## config.mk

```make
export PLATFORM = sky130hd
export DESIGN_NAME = evt_irq_ctrl
export DESIGN_NICKNAME = d
export VERILOG_FILES = /design/src/rtl/evt_irq_pkg.sv /design/src/rtl/evt_status_reg.sv /design/src/rtl/irq_mask_reg.sv /design/src/rtl/irq_rise_pulse.sv /design/src/rtl/evt_irq_ctrl.sv
export SDC_FILE = /design/constraint.sdc
export NUM_CORES = 1
export LEC_CHECK = 0
export BUFFER_PORTS_ARGS = -buffer_cell sky130_fd_sc_hd__buf_4
export CAP_MARGIN = 15
export CORE_MARGIN = 2
export CORE_UTILIZATION = 47
export DETAILED_ROUTE_END_ITERATION = 6
export PLACE_DENSITY = 0.7
export SKIP_CTS_REPAIR_TIMING = 1
export SLEW_MARGIN = 0
export SYNTH_ARGS = -nofsm -noshare
export SYNTH_HDL_FRONTEND = slang
export SYNTH_HIERARCHICAL = 1
export SYNTH_SLANG_ARGS = --single-unit
```

## constraint.sdc

```tcl
create_clock -name clk -period 1.5 [get_ports clk]
set_clock_uncertainty 0.2 [all_clocks]
set_input_delay 0.3 -clock clk [delete_from_list [all_inputs] [get_ports clk]]
set_output_delay 0.3 -clock clk [all_outputs]
set_load 0.005 [all_outputs]
```

## src/rtl/evt_irq_pkg.sv

```systemverilog
package evt_irq_pkg;
  localparam int REG_W  = 16;
  localparam int ADDR_W = 2;

  localparam logic [ADDR_W-1:0] ADDR_STATUS = 2'd0;
  localparam logic [ADDR_W-1:0] ADDR_MASK   = 2'd1;

  // event bit positions
  localparam int EVB_RX_DONE   = 0;
  localparam int EVB_TX_DONE   = 2;
  localparam int EVB_LINK      = 5;
  localparam int EVB_RX_OVF    = 6;
  localparam int EVB_TX_NODESC = 7;
  localparam int EVB_SYS_ERR   = 15;
endpackage

```

## src/rtl/evt_status_reg.sv

```systemverilog
module evt_status_reg #(
  parameter int W = 16
) (
  input  logic         clk,
  input  logic         rst_n,
  input  logic [W-1:0] set_i,
  input  logic [W-1:0] clr_i,
  output logic [W-1:0] status_q,
  output logic [W-1:0] status_nxt
);
  // one slice per bit: a set beats a clear in the same cycle
  for (genvar b = 0; b < W; b++) begin : g_bit
    assign status_nxt[b] = set_i[b] | (status_q[b] & ~clr_i[b]);

    always_ff @(posedge clk or negedge rst_n) begin
      if (!rst_n) status_q[b] <= 1'b0;
      else        status_q[b] <= status_nxt[b];
    end
  end
endmodule

```

## src/rtl/irq_mask_reg.sv

```systemverilog
module irq_mask_reg #(
  parameter int W = 16
) (
  input  logic         clk,
  input  logic         rst_n,
  input  logic         wr_en_i,
  input  logic [W-1:0] wdata_i,
  output logic [W-1:0] mask_q,
  output logic [W-1:0] mask_nxt
);
  assign mask_nxt = wr_en_i ? wdata_i : mask_q;

  always_ff @(posedge clk or negedge rst_n) begin
    if (!rst_n) mask_q <= '0;
    else        mask_q <= mask_nxt;
  end
endmodule

```

## src/rtl/irq_rise_pulse.sv

```systemverilog
module irq_rise_pulse (
  input  logic clk,
  input  logic rst_n,
  input  logic pend_nxt_i,
  input  logic pend_cur_i,
  output logic pulse_o
);
  // registered so the pulse lines up with the new register contents
  always_ff @(posedge clk or negedge rst_n) begin
    if (!rst_n) pulse_o <= 1'b0;
    else        pulse_o <= pend_nxt_i & ~pend_cur_i;
  end
endmodule

```

## src/rtl/evt_irq_ctrl.sv

```systemverilog
module evt_irq_ctrl
  import evt_irq_pkg::*;
#(
  parameter int REG_W  = evt_irq_pkg::REG_W,
  parameter int ADDR_W = evt_irq_pkg::ADDR_W
) (
  input  logic              clk,
  input  logic              rst_n,
  input  logic [REG_W-1:0]  evt_i,
  input  logic              reg_valid_i,
  input  logic              reg_write_i,
  input  logic [ADDR_W-1:0] reg_addr_i,
  input  logic [REG_W-1:0]  reg_wdata_i,
  output logic [REG_W-1:0]  reg_rdata_o,
  output logic              reg_rvalid_o,
  output logic              msi_o
);
  logic [REG_W-1:0] status_q, status_nxt;
  logic [REG_W-1:0] mask_q, mask_nxt;
  logic [REG_W-1:0] clr_vec;
  logic             wr_status, wr_mask, rd_req;
  logic             pend_cur, pend_nxt;
  logic [REG_W-1:0] rdata_mux;

  assign wr_status = reg_valid_i & reg_write_i & (reg_addr_i == ADDR_STATUS[ADDR_W-1:0]);
  assign wr_mask   = reg_valid_i & reg_write_i & (reg_addr_i == ADDR_MASK[ADDR_W-1:0]);
  assign rd_req    = reg_valid_i & ~reg_write_i;
  assign clr_vec   = wr_status ? reg_wdata_i : '0;

  evt_status_reg #(.W(REG_W)) u_status (
    .clk        (clk),
    .rst_n      (rst_n),
    .set_i      (evt_i),
    .clr_i      (clr_vec),
    .status_q   (status_q),
    .status_nxt (status_nxt)
  );

  irq_mask_reg #(.W(REG_W)) u_mask (
    .clk      (clk),
    .rst_n    (rst_n),
    .wr_en_i  (wr_mask),
    .wdata_i  (reg_wdata_i),
    .mask_q   (mask_q),
    .mask_nxt (mask_nxt)
  );

  assign pend_cur = |(status_q & mask_q);
  assign pend_nxt = |(status_nxt & mask_nxt);

  irq_rise_pulse u_pulse (
    .clk        (clk),
    .rst_n      (rst_n),
    .pend_nxt_i (pend_nxt),
    .pend_cur_i (pend_cur),
    .pulse_o    (msi_o)
  );

  always_comb begin
    if (reg_addr_i == ADDR_STATUS[ADDR_W-1:0])    rdata_mux = status_q;
    else if (reg_addr_i == ADDR_MASK[ADDR_W-1:0]) rdata_mux = mask_q;
    else                                          rdata_mux = '0;
  end

  always_ff @(posedge clk or negedge rst_n) begin
    if (!rst_n) begin
      reg_rdata_o  <= '0;
      reg_rvalid_o <= 1'b0;
    end else begin
      reg_rvalid_o <= rd_req;
      if (rd_req) reg_rdata_o <= rdata_mux;
    end
  end
endmodule

```

Word-level counts from Yosys, hierarchy flattened
Cells that the tools add are included.
{"block": "word_totals", "word_cells": 85, "regBits": 50, "inputBits": 38}
{"block": "classes", "muxes": 4, "bitwise_logic": 57, "reduce_logical": 3, "n_eq_ne": 1}
{"operator": "$mux 16", "count": 4}
{"operator": "$and 16x16->16", "count": 2}
{"operator": "$reduce_or 16->1", "count": 2}
{"operator": "$and 1x1->1", "count": 21}
{"operator": "$not 1->1", "count": 18}
{"operator": "$or 1x1->1", "count": 16}
{"operator": "$eq 2x1->1 const B", "count": 1}
{"operator": "$logic_not 2->1", "count": 1}

Depth between registers and ports, before layout
{"block": "depth", "word_depth": 9, "ltp_mapped": 10, "ltp_nobuf": 9}

Hierarchy
The synthesis kept the hierarchy.
{"mod": "evt_irq_ctrl", "cells_per_inst": 112, "instances": 1, "seq_area_each_um2": 425.4, "area_each_um2": 1123.6}
{"mod": "irq_mask_reg", "cells_per_inst": 34, "instances": 1, "seq_area_each_um2": 400.4, "area_each_um2": 649.4}
{"mod": "evt_status_reg", "cells_per_inst": 48, "instances": 1, "seq_area_each_um2": 400.4, "area_each_um2": 580.6}
{"mod": "irq_rise_pulse", "cells_per_inst": 2, "instances": 1, "seq_area_each_um2": 25.0, "area_each_um2": 38.8}

Worst setup path after synthesis
OpenSTA, ideal clock, no wires.
{"block": "synth_path", "path_type": "input to register", "startpoint": "input port reg_addr_i[0]", "endpoint": "register u_pulse.pulse_o", "setup_ns": 0.119, "stages": 10, "required_time_ns": 1.181, "arrival_time_ns": 2.204, "path_slack_ns": -1.023, "n_path_buf": 4, "cell_sequence": "buf_4 buf_2 nor3b_1 buf_6 buf_12 mux2_4 a22o_1 a221oi_1 nand4_1 nor2b_4"}
{"element": "start: declaration", "line": "evt_irq_ctrl.sv:12", "rtl": "input logic [ADDR_W-1:0] reg_addr_i,"}
{"element": "$eq 2x1->1", "line": "evt_irq_ctrl.sv:26", "rtl": "assign wr_mask = reg_valid_i & reg_write_i & (reg_addr_i == ADDR_MASK[ADDR_W-1:0]);"}
{"element": "$and 1x1->1", "line": "evt_irq_ctrl.sv:26"}
{"element": "via wr_mask", "line": "evt_irq_ctrl.sv:21", "rtl": "logic wr_status, wr_mask, rd_req;"}
{"element": "$mux 16", "line": "irq_mask_reg.sv:11", "rtl": "assign mask_nxt = wr_en_i ? wdata_i : mask_q;"}
{"element": "via mask_nxt[5]", "line": "evt_irq_ctrl.sv:19", "rtl": "logic [REG_W-1:0] mask_q, mask_nxt;"}
{"element": "$and 16x16->16", "line": "evt_irq_ctrl.sv:49", "rtl": "assign pend_nxt = |(status_nxt & mask_nxt);"}
{"element": "$reduce_or 16->1", "line": "evt_irq_ctrl.sv:49"}
{"element": "via pend_nxt", "line": "evt_irq_ctrl.sv:22", "rtl": "logic pend_cur, pend_nxt;"}
{"element": "$and 1x1->1", "line": "irq_rise_pulse.sv:11", "rtl": "else pulse_o <= pend_nxt_i & ~pend_cur_i;"}
{"element": "end signal: assignment", "line": "irq_rise_pulse.sv:11"}
{"element": "end: declaration", "line": "irq_rise_pulse.sv:6", "rtl": "output logic pulse_o"}
The timed path passes the listed nets, and every way through them passes these cells.
A chain may end at the register's enable or synchronous reset.

Final worst setup path
{"block": "layout_path", "startpoint": "input port reg_write_i", "endpoint": "register u_pulse.pulse_o"}
{"element": "start: declaration", "line": "evt_irq_ctrl.sv:11", "rtl": "input logic reg_write_i,"}
{"element": "$and 1x1->1 (2 in a row)", "line": "evt_irq_ctrl.sv:26"}
{"element": "via wr_mask", "line": "evt_irq_ctrl.sv:21"}
{"element": "$mux 16", "line": "irq_mask_reg.sv:11"}
{"element": "via mask_nxt[5]", "line": "evt_irq_ctrl.sv:19"}
{"element": "$and 16x16->16", "line": "evt_irq_ctrl.sv:49"}
{"element": "$reduce_or 16->1", "line": "evt_irq_ctrl.sv:49"}
{"element": "via pend_nxt", "line": "evt_irq_ctrl.sv:22"}
{"element": "$and 1x1->1", "line": "irq_rise_pulse.sv:11"}
The timed path passes the listed nets, and every way through them passes these cells.

==> out/summary.md <==
The worst path setup slack after routing is -0.393 ns, and the post-detailed-placement cell area is 3100 um2. The analysis attributes to net switching a power of 0.000901 W. In this design, the critical path's most frequently occurring cell is sky130_fd_sc_hd__buf_6. The count of boundary I/O pins is 56, and the number of failing setup endpoints in the final timing report is 1. The peak fanout along the critical path was 6. The final number of max-transition violations is 0.

The routed wire length was 5190 um; the switching portion of total power was 0.263. The final clock period utilization by the worst path works out to 1.26. TritonCTS built the clock tree. The tools report the net count after synthesis as 234.

A synthesized cell averages 12.2 um2. The H-tree depth was 2. The global-route usage over all layers was 0.205. The logs give 25 for the floorplan row count and 0.755 mV for the worst supply voltage drop on vdd. The tools report the combinational share of power as 0.245.

The layout has 380 filler cells. The run finished, with violations left. The run gives 1733 as the total via count in the routed design. The clock passes through at most 2 buffers. The largest individual stage delay along the critical path comes from the cell sky130_fd_sc_hd__mux2_4. Entering global routing, the biggest net connects 37 pins. The via density per instance works out to 4.90.

Clock-pin slew was measured on the worst setup and hold paths at 0.09 ns. Once placement completed, the tool counted placed cells totaling 341. The synthesis-stage register bit count is 50, and the post-place setup slack is -0.773 ns. The clock network power share was 0.285; the delay of the slowest cell on the worst path was 0.30 ns. The worst setup path is captured at a register.

The tools report the headroom to the max-slew limit as 0.739. STA classifies the critical path startpoint as an input pin. The critical path is of the input pin to register type. At the pin with the least slew margin, the transition time is 0.392 ns.

Yosys mapped a number of flops with a built-in enable equal to 0. The required time at the worst-slack endpoint was 1.51 ns. The CTS buffer count was 5. The run gives -0.0174 ns as the minimum hold slack.

The worst endpoint data arrival time is 1.90 ns, and the fraction of registers with async set or reset after synthesis is 1.00. The initial detailed-routing violation count came out at 72. For this run, the leading register cell type out of synthesis is sky130_fd_sc_hd__dfrtp_1. Setup repair after global routing could not meet its margin everywhere. The congestion estimate from routability-driven global placement came to 0.839. The final reports fail on negative hold slack, negative setup slack.

The number of global-route vias before repair is 1780, and the post-DP HPWL is 4030 um. Post-synthesis cell type with the largest combined area: sky130_fd_sc_hd__dfrtp_1. The netlist area before placement is 2390 um2.

The run gives 0 as the number of antenna violations at the first check in global routing. The chip width was 75.3 um. The run gives 4 as the number of hold violations in the final report.

Leaving out filler cells and counting taps, the final layout contains 354. The die is 75.3 um tall. The clock drives 50 sinks. The cell sitting at the root of the clock tree is a sky130_fd_sc_hd__clkbuf_8. The total iterations of the first detailed-routing run was 4. The distinct cell type count after synthesis was 23; the count of buffers inserted at the top-level ports was 55. The fraction of final layout cells sized beyond drive strength 1 was 0.467; the number of routed nets with antenna violations was 0.

The routed design could run at a clock period as short as 1.89 ns. Detail-routed net length per standard cell: 14.7 um. By count the netlist is led by 50 x sky130_fd_sc_hd__dfrtp_1, 17 x sky130_fd_sc_hd__inv_1, 17 x sky130_fd_sc_hd__nand2_1. The starting utilization of the core area is 0.497.

The library cell with the highest instance count after synthesis is sky130_fd_sc_hd__dfrtp_1. The tools report the sequential fraction of the synthesis area as 0.523. The area used by sequential logic in the layout was 1250 um2. The number of instances in the synthesized netlist is 196.

The area of the die came out at 5680 um2. In the final design database the tool counted 324 nets. The internal power summed over all cells was 0.00253 W. Derived from the worst setup path, the maximum achievable clock frequency is 528 MHz. The power density of the placed cells came out at 1040 nW/um2.

The total leakage power was 1.54 nW. From synthesis to final layout, the design area changed by 37.5%. The global-route wire length before repair is 8450 um. In the final layout, the multi-input gates occupy 1030 um2.

Core utilization of the finished layout: 0.683. Walking the worst path, the cells encountered are buf_6 > nand2_4 > nor3b_4 > buf_6 > buf_12 > mux2_4 > a22o_1 > a221oi_2 > nand4_1 > nor2b_4. The proportion of netlist area held by the largest area contributor was 0.523. The core region area was 4820 um2; the final cell area excluding filler cells was 3290 um2. The worst hold path belongs to the class input pin to register.

The worst reg2reg path depth works out to 5. DRC violation count after routing: 0. Max-cap violations in this run came to 0. The run gives 0.31 ns as the clock latency on the worst-skew pair. By area the synthesized netlist is led by sky130_fd_sc_hd__dfrtp_1 52%, sky130_fd_sc_hd__mux2i_1 6.7%, sky130_fd_sc_hd__mux2_4 6.3%. The repair_antennas step left the layout with diodes totalling 0. The Yosys step of the flow raised 6 warnings. For the overflow left after global routing, the log shows 0. The depth of the worst hold-timing path was 2; the fraction of power consumed by sequential logic was 0.469.
area by class of cell:
cell class | count | share of cell area
repair buffers | 92 | 0.227
clock buffers | 5 | 0.0209
flip-flops and latches | 50 | 0.380
inverters | 17 | 0.0194
clock inverters | 3 | 0.0148
multi-input cells | 120 | 0.312
well taps | 67 | 0.0255
cells in the final DEF (no fill, tap or decap), types with 5 or more instances in the layout:
cell type and n:
sky130_fd_sc_hd__o21ai_0 6, sky130_fd_sc_hd__clkbuf_8 5, sky130_fd_sc_hd__mux2i_1 16, sky130_fd_sc_hd__dfrtp_1 50, sky130_fd_sc_hd__inv_1 17, sky130_fd_sc_hd__o21ai_2 10, sky130_fd_sc_hd__a22o_1 8, sky130_fd_sc_hd__mux2_4 10
sky130_fd_sc_hd__and2_1 16, sky130_fd_sc_hd__nand2_1 16, sky130_fd_sc_hd__a21o_1 16, sky130_fd_sc_hd__mux2_2 6, sky130_fd_sc_hd__buf_4 84
state kept, by name, summed over array words and instances (netlist names):
signal and cells:
u_mask/mask_q 16, u_status/status_q 16, reg_rdata_o 16, u_pulse/pulse_o 1
reg_rvalid_o 1
per-stage QoR:
step	total power, W	setup TNS [ns]
4_1_cts	0.00346	-0.444
2_1_floorplan	0.00205	-2.56
6_report	0.00343	-0.393
5_1_grt	0.00364	-0.487
3_5_place_dp	0.00247	-2.55
3_3_place_gp	0.00245	-2.08
logic make-up after synthesis:
family                 count (synthesis)  share of synthesized area
buffers and inverters                 26                     0.0659
AND/OR/NAND/NOR                       40                     0.0952
multiplexers                          32                      0.158
AO/OA/AOI/OAI                         48                      0.158
flip-flops                            50                      0.523
critical path, delay by kind of cell:
family          cells  cell delay [ns]
compound gates      2             0.41
buf+inv             3             0.35
mux                 1             0.30
simple gates        4             0.55
per-layer routing:
layer	GRT usage	vias to the layer above	wire, um
met5	0	-	0
met4	0.0760	0	78
met3	0.0370	7	174
met2	0.341	37	2590
met1	0.270	819	2340
li1	-	870	-
path summary, 6_finish.rpt:
kind / startpoint / endpoint / slack, ns
max in group asynchronous: rst_n / u_status/status_q[7] / 0.47
worst min register to register: reg_rdata_o[15] / reg_rdata_o[15] / 0.28
worst min-delay path: evt_i[13] / u_status/status_q[13] / -0.02
worst max-delay path: reg_write_i / u_pulse/pulse_o / -0.39
min in group asynchronous: rst_n / reg_rdata_o[9] / 0.19
worst max register to register: u_mask/mask_q[3] / u_pulse/pulse_o / -0.17
power groups by stage:
stage               clock (W)  combinational, W  sequential (W)
global placement            0          0.000817         0.00163
global route          0.00106          0.000937         0.00164
CTS                   0.00101          0.000833         0.00161
floorplan                   0          0.000412         0.00164
finish               0.000979          0.000842         0.00161
detailed placement          0          0.000830         0.00164
Note: power is estimated with default switching activity, not from simulation.
